File: config.mk
export PLATFORM = sky130hd
export DESIGN_NAME = burst_addr_gen
export DESIGN_NICKNAME = d
export VERILOG_FILES = /design/src/rtl/burst_pkg.sv /design/src/rtl/burst_start_reg.sv /design/src/rtl/burst_beat_ctr.sv /design/src/rtl/burst_low_map.sv /design/src/rtl/burst_addr_gen.sv
export SDC_FILE = /design/constraint.sdc
export NUM_CORES = 1
export LEC_CHECK = 0
export CAP_MARGIN = 20
export CORE_AREA = 2 2 52 54
export CTS_BUF_LIST = sky130_fd_sc_hd__clkbuf_2 sky130_fd_sc_hd__clkbuf_4 sky130_fd_sc_hd__clkbuf_8
export DETAILED_ROUTE_END_ITERATION = 10
export DIE_AREA = 0 0 54 56
export HOLD_SLACK_MARGIN = 0.12
export PLACE_DENSITY = 0.85
export SYNTH_ARGS = -nofsm -noshare
export SYNTH_HDL_FRONTEND = slang
export SYNTH_SLANG_ARGS = --single-unit
File: constraint.sdc
create_clock -name clk -period 1.6 [get_ports clk]
set_input_delay 0.24 -clock clk [delete_from_list [all_inputs] [get_ports clk]]
set_output_delay 0.24 -clock clk [all_outputs]
set_load 0.01 [all_outputs]
File: src/rtl/burst_pkg.sv
package burst_pkg;
  typedef enum logic {
    ORD_XOR = 1'b0,
    ORD_LIN = 1'b1
  } order_e;
endpackage

File: src/rtl/burst_start_reg.sv
module burst_start_reg #(
  parameter int ADDR_W = 17
) (
  input  logic              clk,
  input  logic              rst,
  input  logic              load,
  input  logic [ADDR_W-1:0] addr_in,
  output logic [ADDR_W-1:0] start_d
);
  logic [ADDR_W-1:0] start_q;

  assign start_d = load ? addr_in : start_q;

  always_ff @(posedge clk) begin
    if (rst) start_q <= '0;
    else     start_q <= start_d;
  end
endmodule

File: src/rtl/burst_beat_ctr.sv
module burst_beat_ctr #(
  parameter int BEAT_W = 2
) (
  input  logic              clk,
  input  logic              rst,
  input  logic              clr,
  input  logic              step,
  output logic [BEAT_W-1:0] beat_d
);
  logic [BEAT_W-1:0] beat_q;

  always_comb begin
    if (clr)       beat_d = '0;
    else if (step) beat_d = beat_q + 1'b1;
    else           beat_d = beat_q;
  end

  always_ff @(posedge clk) begin
    if (rst) beat_q <= '0;
    else     beat_q <= beat_d;
  end
endmodule

File: src/rtl/burst_low_map.sv
module burst_low_map
  import burst_pkg::*;
#(
  parameter int BEAT_W = 2
) (
  input  logic [BEAT_W-1:0] start_lo,
  input  logic [BEAT_W-1:0] beat,
  input  order_e            order,
  output logic [BEAT_W-1:0] low
);
  logic [BEAT_W-1:0] low_xor;
  logic [BEAT_W-1:0] low_lin;

  for (genvar i = 0; i < BEAT_W; i++) begin : g_xor
    assign low_xor[i] = start_lo[i] ^ beat[i];
  end

  assign low_lin = start_lo + beat;

  always_comb begin
    case (order)
      ORD_LIN: low = low_lin;
      default: low = low_xor;
    endcase
  end
endmodule

File: src/rtl/burst_addr_gen.sv
module burst_addr_gen
  import burst_pkg::*;
#(
  parameter int ADDR_W = 17,
  parameter int BEAT_W = 2
) (
  input  logic              clk,
  input  logic              rst,
  input  logic [ADDR_W-1:0] addr_in,
  input  logic              cpu_start_n,
  input  logic              ctl_start_n,
  input  logic              adv_n,
  input  logic              order_lin,
  output logic [ADDR_W-1:0] addr_out
);
  localparam int HI_W = ADDR_W - BEAT_W;

  logic              load;
  logic              step;
  logic [ADDR_W-1:0] start_d;
  logic [BEAT_W-1:0] beat_d;
  logic [BEAT_W-1:0] low_d;
  order_e            order;

  assign load  = ~cpu_start_n | ~ctl_start_n;
  assign step  = ~adv_n & ~load;
  assign order = order_e'(order_lin);

  burst_start_reg #(.ADDR_W(ADDR_W)) u_start (
    .clk(clk), .rst(rst), .load(load), .addr_in(addr_in), .start_d(start_d)
  );

  burst_beat_ctr #(.BEAT_W(BEAT_W)) u_beat (
    .clk(clk), .rst(rst), .clr(load), .step(step), .beat_d(beat_d)
  );

  burst_low_map #(.BEAT_W(BEAT_W)) u_map (
    .start_lo(start_d[BEAT_W-1:0]), .beat(beat_d), .order(order), .low(low_d)
  );

  always_ff @(posedge clk) begin
    if (rst) addr_out <= '0;
    else     addr_out <= {start_d[ADDR_W-1 -: HI_W], low_d};
  end
endmodule

==> results of run 1 <==
routing by layer:
layer / wire, um / vias to the layer above
met5: 0 / -
met4: 27 / 0
met3: 154 / 4
met2: 1030 / 28
met1: 762 / 334
li1: - / 386
worst max-delay path by stage:
stage | start | endpoint | slack (ns) | depth (start not counted)
finish | u_beat.beat_q[0] | addr_out[1] | 0.12 | 6
global route | u_beat.beat_q[0] | addr_out[1] | 0.001 | 6
CTS | u_beat.beat_q[0] | addr_out[1] | 0.04 | 6
detailed placement | cpu_start_n | addr_out[1] | -0.35 | 8
global placement | cpu_start_n | addr_out[1] | -0.28 | 8
floorplan | cpu_start_n | addr_out[1] | 0.03 | 8
stage by stage:
| step | worst slack (ns) | hold WS [ns] | setup TNS, ns | total power [mW] |
|---|---|---|---|---|
| 2_1_floorplan | 0.0315 | 0.315 | 0 | 0.686 |
| 3_3_place_gp | -0.279 | 0.438 | -0.279 | 0.779 |
| 3_5_place_dp | -0.349 | 0.444 | -0.349 | 0.785 |
| 4_1_cts | 0.0355 | 0.447 | 0 | 1.05 |
| 5_1_grt | 0.00122 | 0.384 | 0 | 1.11 |
| 6_report | 0.116 | 0.391 | 0 | 1.05 |
cell families after synthesis:
logic type               count (synthesis)  synth area share [%]
multiplexers                             2                  2.82
buffers and inverters                   21                  16.0
adder cells (fa/ha/maj)                  1                  1.41
AND/OR/NAND/NOR                         42                  19.8
flip-flops                              21                  47.5
XOR/XNOR                                 3                  2.97
AO/OA/AOI/OAI                           17                  9.60
power breakdown:
part / switching (mW) / internal [mW] / total [mW]
sequential: 0.0146 / 0.554 / 0.569
clock: 0.156 / 0.114 / 0.270
combinational: 0.0827 / 0.133 / 0.216
layout by cell type, fill, tap and decap left out:
cell type / n
clkdlybuf4s50_1: 36
nand2_1: 33
dfxtp_1: 20
a21oi_1: 17
buf_4: 9
clkbuf_4: 4
nand2_2: 2
dlymetal6s2s_1: 2
and2_4: 1
xor2_2: 1
nor2_2: 1
mux2i_4: 1
nor2_1: 1
nor3_1: 1
nand2b_1: 1
xnor2_1: 1
nor3b_2: 1
xor2_1: 1
mux2_1: 1
nor2b_1: 1
ha_1: 1
dlygate4sd2_1: 1
dfxtp_2: 1
state kept, by name, summed over array words and instances (netlist names):
register,count
addr_out,17
u_beat.beat_q,2
u_start.start_q,2
synth_stat cells (2+ instances only):
cell | n | share of area [%]
buf_2 | 5 | 2.8
dfxtp_1 | 21 | 47
xor2_1 | 2 | 2.0
a21oi_1 | 17 | 9.6
nand2_1 | 35 | 15
buf_4 | 15 | 13
nor2_1 | 2 | 0.85
worst register-to-register path, stage by stage, from the launching register on:
cell and delay [ns]:
dfxtp_2 0.38, xor2_2 0.20, nor2_2 0.06, ha_1 0.20, nand2_1 0.07, xor2_1 0.16
mux2_1 0.32
final cells by class:
cell class | instances | area [um2] | share of cell area, %
Multi-Input combinational cell | 65 | 350 | 26.9
Sequential cell | 21 | 422 | 32.4
Tap cell | 30 | 37.5 | 2.88
Clock buffer | 4 | 30.0 | 2.31
Timing Repair Buffer | 48 | 462 | 35.5
timing repair:
item,in CTS,in global routing
endpoints found under the setup margin,1,1
resized for setup,2,8
gates cloned,0,0
pin swaps,1,3
setup buffers,0,3
==> impl_results.md, run 1 <==
* Share of cells above drive strength 1 at 15.2%
* Cells after synthesis at 107
* Clk buf depth at 2
* Hold Path Class: in2reg
* Routing usage on met1 at 14.6%
* CP Launch Type: flop
* Area Overhead vs Synth at 46.9%
* Yosys cell types at 17
* Yosys reg bits at 21
* Die width at 54 um
* Hold Path Sink: u_start.start_q[0]
* Std cell rows at 18
* Max cap viols at 0
* Total track usage at 13.3%
* Core outline area at 2430 um2
* Final-layout fill cell count at 244
* Hold Path Cell Cnt at 4
* Nets@finish at 163
* Initial core utilization at 36.4%
* Placed Instances at 161
* Top Usage Layer GRT: met2
* Post-synth EDFFs at 0
* Critical Path RT at 1.81 ns
* Tcrit/Tclk final at 92.7%
* Max-slew headroom at 86.9%
* Cell leakage power at 0.539 nW
* R2R Setup Slk at 0.12 ns
* DP Wirelength at 1.46 mm
* Bufs and invs on worst path at 0
* Global routing met3 resource utilization at 3.76%
* DR pass1 iterations at 4
* CTS HTree Levels at 1
* DRC Markers at 0
* GPL Wtd Cong at 0.699
* Fin. Hold Viols at 0
* Synthesized cell area at 886 um2
* Status: complete, no violations
* Max-slew violations at 0
* Worst reg-to-reg path cell count at 6
* Delay-heaviest family, CP: flip-flops
* PortBufs at 39
* Worst-margin pin slew at 0.196 ns
* Total gr overflow at 0
* Final setup viols at 0
* Post-synth ARST share at 0%
* Critical path capture point type: flop
* Drt initial violations at 8
* R2R Path End: addr_out[1]
* Via density at 4.48
* Maximum fanout along the worst path at 2
* Pin count of the biggest net entering global routing at 20
* Synth Flop Type: dfxtp_1
* Reg-to-Reg Start: u_beat.beat_q[0]
* N_diodes at 0
* Vias at 752
* Number of buffers created by CTS at 3
* CTS clk-pin slew, worst paths at 0.11 ns
* Critical path's slowest cell: dfxtp_2
* Seq/Total Area, Yosys at 47.5%
* Post-CTS Hold Fix Bufs at 0
* DP Area at 1220 um2
* Ys Warns at 0
* Clock sink total at 21
* Arrival time at the worst endpoint at 1.69 ns
* Final wirelength at 1.97 mm
* CTS root buffer: clkbuf_4
* Net Count, Synth at 131
* Max incr delay on CP at 0.38 ns
* Min cycle time layout at 1.48 ns
* Post-layout util at 53.5%
* First-pass GRT wire length at 2.97 mm
* Final antenna-violating net count at 0
* Skew-Pair Late Insertion Delay at 0.30 ns
* Maximum VDD drop at 0.386 mV
* Number of global-route vias before repair at 710
* Final cell count without fillers at 168
* Kind of critical path: reg2reg
* Hold Crit Start: ctl_start_n
* Fin area at 1300 um2
* Clock Skew at 0.00125 ns
* I/O pins at 40
* Antenna violations before repair at 0
* Avg Cell Area, Syn at 8.28 um2
* CTS tree: yes
* Met2 Use GR at 22.6%
* Pwr/cell area at 811 nW/um2
* Routed len/inst at 11.8 um
* Die ar. at 3020 um2
* F_max at 0.674 GHz
* Chip Height at 56 um
* RSZ-0062 raised after global routing: false
* Worst-path cell chain: xor2_2 -> nor2_2 -> ha_1 -> nand2_1 -> xor2_1 -> mux2_1
No activity file was read; power rests on OpenSTA's default activity.
==> run 2, diff against run 1 <==
- ABC_AREA: not set -> 1
- CORE_AREA: 2 2 52 54 -> 2 2 62 64
- DIE_AREA: 0 0 54 56 -> 0 0 64 66
- GPL_ROUTABILITY_DRIVEN: not set -> 0
- PLACE_DENSITY: 0.85 -> 0.87
- SYNTH_HIERARCHICAL: not set -> 1
==> run 2 against run 1 <==
Register-to-register slack improved by 0.32 ns; die area is 40% higher; routed wire length increased by 34%; sequential power increased by 71%; largest cell class is now flip-flops and latches.
==> impl_results.md, run 2 <==
* Final setup viols at 0
* Max-slew violations at 0
* Vias at 1275
* CTS tree: yes
* Std cell rows at 22
* Post-synth EDFFs at 0
* Synth Flop Type: dfxtp_1
* Critical Path RT at 1.36 ns
* Hold slack at 0.529 ns
* Worst-path cell chain: clkdlybuf4s50_1
* Commonest cells post-synth: 75 x inv_1, 41 x nand2_1, 36 x dfxtp_1, 27 x nor2_1, 20 x nand2_2
* Total gr overflow at 0
* Avg Cell Area, Syn at 7.00 um2
* Clk buf depth at 2
* Worst Setup SP: addr_out[0]
* Clock sink total at 36
* Most frequent cells in the layout: 75 x inv_1, 41 x nand2_1, 39 x clkdlybuf4s50_1
* Drt initial violations at 51
* # resized after CTS at 0
* Cell leakage power at 1.19 nW
* Fin area at 2130 um2
* Chip Height at 66 um
* DP Area at 2080 um2
* Worst-margin pin slew at 0.181 ns
* Final-layout fill cell count at 336
* Post-synth ARST share at 0%
* Worst reg-to-reg path cell count at 10
* Yosys reg bits at 36
* Nets@finish at 302
* Hold Path Cell Cnt at 4
* Critical path's slowest cell: clkdlybuf4s50_1
* Post-layout util at 59.9%
* Yosys cell types at 15
* Clock Skew at 0.00421 ns
* Sw Ratio at 25.4%
* Final wirelength at 2.64 mm
* Max incr delay on CP at 0.54 ns
* CTS HTree Levels at 2
* Regs by FF count: addr_out: 17 flops, u_start/start_q: 17 flops, u_beat/beat_q: 2 flops
* DR pass1 iterations at 2
* Status: complete, no violations
* Comb pwr share at 19.6%
* Pwr/cell area at 833 nW/um2
* CTS root buffer: clkbuf_4
* Tcrit/Tclk final at 90.9%
* Number of global-route vias before repair at 1204
* Part of the power in the clock network at 25.4%
* Min cycle time layout at 1.45 ns
* Core outline area at 3550 um2
* Initial core utilization at 44.2%
* Max cap viols at 0
* R2R Setup Slk at 0.44 ns
* Bufs and invs on worst path at 1
* Max-slew headroom at 87.9%
* Setup TNS at 0 ns
* Synthesized cell area at 1570 um2
* Ranking of synthesized cells by area: dfxtp_1 46%, inv_1 18%, nand2_1 9.8%, nand2_2 8.0%, nor2_1 6.5%
* Kind of critical path: reg2out
* Total track usage at 14.2%
* Area Overhead vs Synth at 35.6%
* Hold Path Class: reg2reg
* Hold Path Sink: u_start/start_q[14]
* P_sw at 451 uW
* Post CTS Setup Buffer Count at 0
* Final antenna-violating net count at 0
* Die width at 64 um
* Number of buffers created by CTS at 5
* Arrival time at the worst endpoint at 1.21 ns
* Maximum fanout along the worst path at 1
* Skew-Pair Late Insertion Delay at 0.33 ns
* Share of cells above drive strength 1 at 20.1%
* DRC Markers at 0
* Seq/Total Area, Yosys at 45.9%
* Pin count of the biggest net entering global routing at 37
* Antenna violations before repair at 0
* Fin. Hold Viols at 0
* First-pass GRT wire length at 4.59 mm
* CTS clk-pin slew, worst paths at 0.10 ns
* Cells after synthesis at 224
* DP Wirelength at 1.93 mm
* CP Launch Type: flop
* R2R Path End: addr_out[1]
* I/O pins at 40
* Power Internal at 1.32 mW
* Post-CTS Hold Fix Bufs at 0
* Hold Crit Start: u_start/start_q[14]
* Critical path capture point type: output port
* Die ar. at 4220 um2
* Maximum VDD drop at 0.471 mV
* Synth area leader: dfxtp_1
* Ys Warns at 6
* Routed len/inst at 8.11 um
* Net Count, Synth at 248
* Flop pwr share at 55.0%
* Synth top area share at 45.9%
* Via density at 3.91
* Count leader, synth: inv_1
* F_max at 0.687 GHz
* Critical path depth in cells at 1
* PortBufs at 39
* Reg-to-Reg Start: u_beat/beat_q[0]
* RSZ-0062 raised after global routing: false
* Delay-heaviest family, CP: buffers and inverters
* N_diodes at 0
* Most common cell after layout, fill and taps aside: inv_1
[run 2: cell count changes after synthesis, sizes merged, moves of 2 or more]
cell / previous run / this run
xor2: 2 / 0
inv: 0 / 76
a21oi: 17 / 0
nor2: 2 / 38
dfxtp: 21 / 36
nand2: 35 / 61
nand3: 0 / 4
buf: 21 / 7
[run 2: cells by family after synthesis]
logic type    Yosys count  synth area share, %
buf+inv                83                 22.7
simple gates          104                 30.5
fa+ha+maj               1                0.797
flops                  36                 45.9
[run 2: power by group through the flow]
| stage | sequential (mW) | clock, mW | combinational, mW |
|---|---|---|---|
| 2_1_floorplan | 1.01 | 0 | 0.177 |
| 3_3_place_gp | 0.993 | 0 | 0.344 |
| 3_5_place_dp | 0.995 | 0 | 0.351 |
| 4_1_cts | 0.975 | 0.468 | 0.353 |
| 5_1_grt | 0.980 | 0.517 | 0.392 |
| 6_report | 0.974 | 0.450 | 0.348 |
[run 2: worst max-delay path by stage]
| stage | endpoint | slack (ns) |
|---|---|---|
| floorplan | addr_out[1] | 0.36 |
| global placement | addr_out[1] | -0.13 |
| detailed placement | addr_out[1] | -0.20 |
| CTS | addr_out[15] | 0.12 |
| global route | addr_out[1] | 0.01 |
| finish | addr_out[0] | 0.15 |
[run 2: cell type report]
type,instances,area (um2),area share (%)
repair buffers,54,515,24.2
clock inverters,1,5.00,0.235
flip-flops and latches,36,721,33.9
well taps,48,60.1,2.82
clock buffers,6,45.0,2.12
multi-input cells,105,494,23.2
inverters,76,288,13.5
[run 2: stage by stage]
stage / setup WS (ns) / power, mW / instances
2_1_floorplan: 0.357 / 1.19 / 224
5_1_grt: 0.0130 / 1.89 / 326
4_1_cts: 0.119 / 1.80 / 326
6_report: 0.145 / 1.77 / 326
3_5_place_dp: -0.201 / 1.35 / 319
3_3_place_gp: -0.135 / 1.34 / 319
[run 2: layer usage]
metal | track usage (%) | share of wire [%]
met1 | 14.3 | 44
met2 | 26.2 | 49
met3 | 3.24 | 4.6
met5 | 0 | 0
met4 | 9.24 | 2.6
==> run 3, diff against run 2 <==
- CAP_MARGIN: 20 -> not set
==> results of run 3 <==
The final DEF is identical to that of run 2; final timing and power are the same.
